<file path="config.mk">
export PLATFORM = sky130hd
export DESIGN_NAME = bulk_prog_seq
export DESIGN_NICKNAME = d
export VERILOG_FILES = /design/src/rtl/bps_pkg.sv /design/src/rtl/bps_addr.sv /design/src/rtl/bps_retry.sv /design/src/rtl/bps_ctrl.sv /design/src/rtl/bulk_prog_seq.sv
export SDC_FILE = /design/constraint.sdc
export NUM_CORES = 1
export LEC_CHECK = 0
export ABC_AREA = 1
export ABC_CLOCK_PERIOD_IN_PS = 2000
export BUFFER_PORTS_ARGS = -buffer_cell sky130_fd_sc_hd__buf_2
export CORE_MARGIN = 5
export CORE_UTILIZATION = 25
export CTS_CLUSTER_DIAMETER = 30
export DETAILED_ROUTE_END_ITERATION = 12
export SYNTH_ARGS = -nofsm -noshare
export SYNTH_HDL_FRONTEND = slang
export SYNTH_HIERARCHICAL = 1
export SYNTH_SLANG_ARGS = --single-unit
export TNS_END_PERCENT = 30
</file>
<file path="constraint.sdc">
create_clock -name clk -period 2 [get_ports clk]
set_input_delay 0.2 -clock clk [delete_from_list [all_inputs] [get_ports clk]]
set_output_delay 0.2 -clock clk [all_outputs]
set_load 0.05 [all_outputs]
</file>
<file path="src/rtl/bps_pkg.sv">
package bps_pkg;

  typedef enum logic [3:0] {
    ST_IDLE,
    ST_SU1,
    ST_SU2,
    ST_PG_FIRST,
    ST_PG_BURN,
    ST_PG_NEXT,
    ST_VF_FIRST,
    ST_VF_CMP,
    ST_VF_BURN,
    ST_VF_NEXT,
    ST_FAIL
  } bps_state_e;

  localparam logic [10:0] UNLK_ADDR_A = 11'h555;
  localparam logic [10:0] UNLK_ADDR_B = 11'h2AA;
  localparam logic [7:0]  UNLK_DAT_A  = 8'hAA;
  localparam logic [7:0]  UNLK_DAT_B  = 8'h55;
  localparam logic [7:0]  CMD_BULK    = 8'h20;
  localparam logic [7:0]  CMD_RESET   = 8'hF0;

  typedef struct packed {
    logic ld;
    logic inc;
    logic rc_clr;
    logic rc_inc;
    logic set_err;
    logic set_hv;
    logic clr_err;
    logic set_proto;
  } bps_ctl_t;

endpackage

</file>
<file path="src/rtl/bps_addr.sv">
module bps_addr #(
  parameter int ADDR_W = 22,
  parameter int DATA_W = 16,
  parameter int TAG_LO = 17
) (
  input  logic              clk,
  input  logic              rst_n,
  input  logic              ld,
  input  logic              inc,
  input  logic [ADDR_W-1:0] wr_addr,
  input  logic [DATA_W-1:0] wr_data,
  output logic [ADDR_W-1:0] cur_addr,
  output logic [DATA_W-1:0] cur_data,
  output logic              tag_match
);
  localparam int TAG_W = ADDR_W - TAG_LO;

  logic [TAG_W-1:0]  tag_q, tag_d;
  logic [ADDR_W-1:0] addr_d;
  logic [DATA_W-1:0] data_d;

  always_comb begin
    tag_d  = tag_q;
    addr_d = cur_addr;
    data_d = cur_data;
    if (ld) begin
      tag_d  = wr_addr[ADDR_W-1:TAG_LO];
      addr_d = wr_addr;
      data_d = wr_data;
    end else if (inc) begin
      addr_d = cur_addr + 1'b1;
      data_d = wr_data;
    end
  end

  always_ff @(posedge clk or negedge rst_n) begin
    if (!rst_n) begin
      tag_q    <= '0;
      cur_addr <= '0;
      cur_data <= '0;
    end else if (ld || inc) begin
      tag_q    <= tag_d;
      cur_addr <= addr_d;
      cur_data <= data_d;
    end
  end

  assign tag_match = (wr_addr[ADDR_W-1:TAG_LO] == tag_q);

endmodule

</file>
<file path="src/rtl/bps_retry.sv">
module bps_retry #(
  parameter int MAX_RETRY = 25
) (
  input  logic clk,
  input  logic rst_n,
  input  logic clr,
  input  logic inc,
  output logic at_limit
);
  localparam int CW = $clog2(MAX_RETRY + 1);

  logic [CW-1:0] cnt_q, cnt_d;

  always_comb begin
    cnt_d = cnt_q;
    if (clr)      cnt_d = '0;
    else if (inc) cnt_d = cnt_q + 1'b1;
  end

  always_ff @(posedge clk or negedge rst_n) begin
    if (!rst_n)          cnt_q <= '0;
    else if (clr || inc) cnt_q <= cnt_d;
  end

  assign at_limit = (cnt_q == CW'(MAX_RETRY));

endmodule

</file>
<file path="src/rtl/bps_ctrl.sv">
module bps_ctrl
  import bps_pkg::*;
(
  input  logic        clk,
  input  logic        rst_n,
  input  logic        wr_stb,
  input  logic [10:0] cmd_addr,
  input  logic [7:0]  cmd_byte,
  input  logic        hv_ok,
  input  logic        prog_done,
  input  logic        tag_match,
  input  logic        data_eq,
  input  logic        at_limit,
  output bps_ctl_t    ctl,
  output logic        prog_req,
  output logic        rdy_n,
  output logic        op_active,
  output logic        vfy_miss,
  output logic        op_pass
);
  bps_state_e st_q, st_d;
  logic       in_op, busy_st, wait_st;

  assign in_op   = st_q inside {ST_PG_FIRST, ST_PG_BURN, ST_PG_NEXT,
                                ST_VF_FIRST, ST_VF_CMP, ST_VF_BURN, ST_VF_NEXT};
  assign busy_st = st_q inside {ST_PG_BURN, ST_VF_CMP, ST_VF_BURN};
  assign wait_st = st_q inside {ST_PG_FIRST, ST_PG_NEXT, ST_VF_FIRST, ST_VF_NEXT};

  always_comb begin
    st_d = st_q;
    ctl  = '0;
    ctl.set_proto = busy_st && wr_stb;
    if (in_op && !hv_ok) begin
      st_d        = ST_FAIL;
      ctl.set_err = 1'b1;
      ctl.set_hv  = 1'b1;
    end else begin
      case (st_q)
        ST_IDLE: begin
          if (wr_stb && hv_ok && cmd_addr == UNLK_ADDR_A && cmd_byte == UNLK_DAT_A)
            st_d = ST_SU1;
        end
        ST_SU1: begin
          if (wr_stb)
            st_d = (hv_ok && cmd_addr == UNLK_ADDR_B && cmd_byte == UNLK_DAT_B)
                   ? ST_SU2 : ST_IDLE;
        end
        ST_SU2: begin
          if (wr_stb)
            st_d = (hv_ok && cmd_addr == UNLK_ADDR_A && cmd_byte == CMD_BULK)
                   ? ST_PG_FIRST : ST_IDLE;
        end
        ST_PG_FIRST: begin
          if (wr_stb) begin
            ctl.ld = 1'b1;
            st_d   = ST_PG_BURN;
          end
        end
        ST_PG_BURN: begin
          if (prog_done) st_d = ST_PG_NEXT;
        end
        ST_PG_NEXT: begin
          if (wr_stb) begin
            if (tag_match) begin
              ctl.inc = 1'b1;
              st_d    = ST_PG_BURN;
            end else begin
              st_d = ST_VF_FIRST;
            end
          end
        end
        ST_VF_FIRST: begin
          if (wr_stb) begin
            ctl.ld     = 1'b1;
            ctl.rc_clr = 1'b1;
            st_d       = ST_VF_CMP;
          end
        end
        ST_VF_CMP: begin
          if (data_eq) begin
            st_d = ST_VF_NEXT;
          end else if (at_limit) begin
            ctl.set_err = 1'b1;
            st_d        = ST_FAIL;
          end else begin
            ctl.rc_inc = 1'b1;
            st_d       = ST_VF_BURN;
          end
        end
        ST_VF_BURN: begin
          if (prog_done) st_d = ST_VF_CMP;
        end
        ST_VF_NEXT: begin
          if (wr_stb) begin
            if (tag_match) begin
              ctl.inc    = 1'b1;
              ctl.rc_clr = 1'b1;
              st_d       = ST_VF_CMP;
            end else begin
              st_d = ST_IDLE;
            end
          end
        end
        ST_FAIL: begin
          if (wr_stb && hv_ok && cmd_byte == CMD_RESET) begin
            ctl.clr_err = 1'b1;
            st_d        = ST_IDLE;
          end
        end
        default: st_d = ST_IDLE;
      endcase
    end
  end

  always_ff @(posedge clk or negedge rst_n) begin
    if (!rst_n) st_q <= ST_IDLE;
    else        st_q <= st_d;
  end

  assign prog_req  = (st_q == ST_PG_BURN) || (st_q == ST_VF_BURN);
  assign rdy_n     = !wait_st;
  assign op_active = in_op || (st_q == ST_FAIL);
  assign vfy_miss  = (st_q == ST_VF_CMP) && !data_eq && hv_ok;
  assign op_pass   = (st_q == ST_VF_NEXT) && wr_stb && hv_ok && !tag_match;

endmodule

</file>
<file path="src/rtl/bulk_prog_seq.sv">
module bulk_prog_seq
  import bps_pkg::*;
#(
  parameter int ADDR_W    = 22,
  parameter int DATA_W    = 16,
  parameter int TAG_LO    = 17,
  parameter int MAX_RETRY = 25
) (
  input  logic              clk,
  input  logic              rst_n,
  input  logic              wr_stb,
  input  logic [ADDR_W-1:0] wr_addr,
  input  logic [DATA_W-1:0] wr_data,
  input  logic              hv_ok,
  input  logic              prog_done,
  input  logic [DATA_W-1:0] arr_rdata,
  output logic [ADDR_W-1:0] prog_addr,
  output logic [DATA_W-1:0] prog_wdata,
  output logic              prog_req,
  output logic              vfy_miss,
  output logic              rdy_n,
  output logic              op_active,
  output logic              op_pass,
  output logic              err_flag,
  output logic              hv_err_flag,
  output logic              proto_err
);
  logic [1:0] rst_pipe;
  logic       rst_q_n;
  bps_ctl_t   ctl;
  logic       tag_match, data_eq, at_limit;
  logic       err_d, hv_d, proto_d;

  always_ff @(posedge clk or negedge rst_n) begin
    if (!rst_n) rst_pipe <= 2'b00;
    else        rst_pipe <= {rst_pipe[0], 1'b1};
  end
  assign rst_q_n = rst_pipe[1];

  bps_ctrl u_ctrl (
    .clk       (clk),
    .rst_n     (rst_q_n),
    .wr_stb    (wr_stb),
    .cmd_addr  (wr_addr[10:0]),
    .cmd_byte  (wr_data[7:0]),
    .hv_ok     (hv_ok),
    .prog_done (prog_done),
    .tag_match (tag_match),
    .data_eq   (data_eq),
    .at_limit  (at_limit),
    .ctl       (ctl),
    .prog_req  (prog_req),
    .rdy_n     (rdy_n),
    .op_active (op_active),
    .vfy_miss  (vfy_miss),
    .op_pass   (op_pass)
  );

  bps_addr #(.ADDR_W(ADDR_W), .DATA_W(DATA_W), .TAG_LO(TAG_LO)) u_addr (
    .clk       (clk),
    .rst_n     (rst_q_n),
    .ld        (ctl.ld),
    .inc       (ctl.inc),
    .wr_addr   (wr_addr),
    .wr_data   (wr_data),
    .cur_addr  (prog_addr),
    .cur_data  (prog_wdata),
    .tag_match (tag_match)
  );

  bps_retry #(.MAX_RETRY(MAX_RETRY)) u_retry (
    .clk      (clk),
    .rst_n    (rst_q_n),
    .clr      (ctl.rc_clr),
    .inc      (ctl.rc_inc),
    .at_limit (at_limit)
  );

  assign data_eq = (arr_rdata == prog_wdata);

  always_comb begin
    err_d   = err_flag;
    hv_d    = hv_err_flag;
    proto_d = proto_err | ctl.set_proto;
    if (ctl.clr_err) begin
      err_d = 1'b0;
      hv_d  = 1'b0;
    end else begin
      if (ctl.set_err) err_d = 1'b1;
      if (ctl.set_hv)  hv_d  = 1'b1;
    end
  end

  always_ff @(posedge clk or negedge rst_q_n) begin
    if (!rst_q_n) begin
      err_flag    <= 1'b0;
      hv_err_flag <= 1'b0;
      proto_err   <= 1'b0;
    end else begin
      err_flag    <= err_d;
      hv_err_flag <= hv_d;
      proto_err   <= proto_d;
    end
  end

endmodule

</file>
==> flow_summary.yaml <==
synth:
  ys_ff_latch: 57
  synth-edff-count: 0
  synthesis.instances: 582
  yosys.area_share.simple: 0.418
  synthAdderAreaFrac: 0.00969
  synth_top_family_by_area: "simple AND/OR/NAND/NOR gates"
  ys_types: 42
  synthXorXnorAreaFrac: 0.0452
  yosysWarnings: 6
  synthesis.area_um2: 3870
  synth_mux_area_frac: 0
  ys.flop_type: "dfrtp_1"
  netlist.area_leader.share: 0.368
  synth_area_leader_cell: "dfrtp_1"
  synth_compound_area_frac: 0.0739
  postSynthAreaPerCell_um2: 6.66
  syn_nets: 644
  seq_area_frac_synth: 0.368
  async_flop_share: 1.00
  yosys-top-cells-area: "dfrtp_1, nand2_1, inv_1"
critical_path:
  r2r_cells: 11
  reg2reg_setup_slack_ps: 90
  r2r-start: "u_ctrl/st_q[2]$_DFFE_PN0P_"
  r2r_end: "u_addr/cur_data[2]$_DFFE_PN0N_"
  crit_type: "reg -> out"
  crit_required_ps: 1800
  endpoint_kind: "output port"
  cp_max_fo: 4
  startpoint: "u_ctrl/st_q[2]$_DFFE_PN0P_"
  startpoint_type: "flop"
  crit_path_end: "rdy_n"
  arrival_ps: 1780
pwr:
  switching_share: 0.484
  irDropWorstVdd_v: 0.000708
  p_clk_frac: 0.234
  p_switching_mw: 4.04
  p_int_mw: 4.30
  seqPwrFrac: 0.266
  p_comb_frac: 0.500
  p_leak_nw: 2.78
  p_per_area_nw_per_um2: 1540
layout:
  final_cell_mix: "nand2_1, buf_2, inv_1"
  fin_util: 0.357
  final_common_cell: "nand2_1"
  drive_above_1_share: 0.285
  n_fill_cell: 1611
  final_cell_area_um2: 5430
  fin_nets: 784
  syn2layout_area_growth_pct: 40.2
  diodes: 0
  final-instance-count-excl-fill: 915
cts:
  cts.sink_count: 57
  root_buffer: "clkbuf_16"
  cts_tree: "yes"
  cts_buffer_depth: 2
  clkTransAtPathRegs_ps: 60
  htreeDepth: 3
  cts_buffers: 9
  clk_latency_ps: 330
routing:
  route.met3.wl_um: 573
  wl_per_cell_um: 13.4
  vias: 4096
  highest_layer: "met4"
  via_per_inst: 4.48
  routed_wirelength_um: 12300
  dr_wl_met2_um: 5760
  drt-pass1-iter-count: 5
  wl_met1_um: 5670
  ant_nets: 0
  drt_iter0_drc: 241
  drc: 0
floorplan:
  design.core.area_um2: 15200
  io_pins: 105
  die_h_um: 135
  row_count: 45
  initial_core_util: 0.255
  dieArea_um2: 18100
  dieWidth_um: 135
timing:
  fmax_mhz: 506
  maxSlewViolCount: 0
  rsz0062_at_grt: "true"
  finalCriticalPeriod_ps: 1980
  timing.setup.tns_ps: 0
  hold_violations: 0
  post-route-period-util: 0.988
  finalSetupViolations: 0
  fin_worst_skew_ps: 6.84
placement:
  place_congestion: 0.879
  io_buffer_count: 104
  place_area_um2: 4850
  place_inst: 894
  dp_hpwl_um: 9430
global_routing:
  grt_pass1_vias: 3906
  grt_max_degree: 30
  grt_pass1_wl_um: 19600
  antenna_found_initial: 0
  overflow: 0
  grt.total_usage: 0.136
min_path:
  hold_class: "in -> reg"
job:
  drv_cap: 0
run_status:
  run_status: "complete, no violations"
metrics by stage:
| stage | hold WS, ps | setup WS [ps] | power (mW) |
|---|---|---|---|
| after global routing | 66.9 | -37.7 | 8.90 |
| after CTS | 56.3 | -27.2 | 8.25 |
| after detailed placement | -9.38 | -58.8 | 6.23 |
| after floorplan | -95.6 | -507 | 5.03 |
| final | 65.1 | 24.5 | 8.34 |
| after global placement | -9.67 | -27.3 | 6.20 |
power by group through the flow:
stage / clock network, mW / logic [mW] / registers [mW]
3_3_place_gp: 0 / 3.99 / 2.22
3_5_place_dp: 0 / 4.00 / 2.23
5_1_grt: 2.04 / 4.54 / 2.32
6_report: 1.95 / 4.17 / 2.22
4_1_cts: 1.99 / 4.05 / 2.22
2_1_floorplan: 0 / 1.73 / 3.29
critical path: stages, from the launching register on:
cell and delay (ps):
dfrtp_1 410, buf_4 150, nand2_1 130, nor2_1 90, nor2_2 210, and2_1 190
buf_2 270
registers in the layout, indices dropped and copies added, names as in the netlist:
register / flops
u_addr/cur_addr: 22
rst_pipe: 2
u_ctrl/st_q: 4
u_retry/cnt_q: 5
hv_err_flag: 1
u_addr/tag_q: 5
err_flag: 1
proto_err: 1
u_addr/cur_data: 16
routing by layer:
layer / GRT usage / vias to the layer above
met5: 0 / -
met4: 0.0560 / 0
met3: 0.0287 / 17
met2: 0.218 / 114
met1: 0.179 / 1871
li1: - / 2094
Yosys cell counts (2+ instances only):
master / count
nand2_1: 222
o21ai_0: 9
nor3_1: 5
buf_2: 6
a21oi_1: 8
inv_1: 72
nor2_2: 6
nand3_1: 36
ha_1: 3
nor4_1: 3
dfrtp_1: 57
xor2_1: 8
nand2_2: 7
a22oi_1: 14
nor2_1: 71
nand3b_1: 4
xnor2_1: 12
inv_2: 2
nand4_1: 3
or2_2: 3
nor2_4: 6
a21boi_0: 5
what timing repair did:
action,4_1_cts,5_1_grt
cloned,1,1
buffers inserted,0,2
hold buffers,1,0
pin swaps,1,11
endpoints found under the hold margin,2,0
endpoints found under the setup margin,24,51
resized for setup,7,33
worst min path at each step:
stage                start                               to  slack (ps)  cells past startpoint
4_1_cts        wr_data[13]  u_addr/cur_data[13]$_DFFE_PN0N_          60                      3
3_3_place_gp         rst_n            rst_pipe[0]$_DFF_PN0_         -10                      1
2_1_floorplan        rst_n            rst_pipe[0]$_DFF_PN0_        -100                      0
3_5_place_dp         rst_n            rst_pipe[0]$_DFF_PN0_          -9                      1
5_1_grt        wr_data[10]  u_addr/cur_data[10]$_DFFE_PN0N_          70                      3
6_report       wr_data[13]  u_addr/cur_data[13]$_DFFE_PN0N_          70                      3
cell families after synthesis:
| family | after synthesis |
|---|---|
| compound gates | 44 |
| flops | 57 |
| simple gates | 373 |
| fa+ha+maj | 3 |
| xor+xnor | 20 |
| buf+inv | 84 |
| other cells | 1 |
final cells by class:
type,count,area (um2),share of cell area
multi-input cells,443,2300,0.423
repair buffers,136,812,0.149
clock inverters,5,125,0.0230
flip-flops and latches,57,1430,0.263
well taps,188,235,0.0433
clock buffers,11,253,0.0465
inverters,75,285,0.0525
No activity file was read; power rests on OpenSTA's default activity.
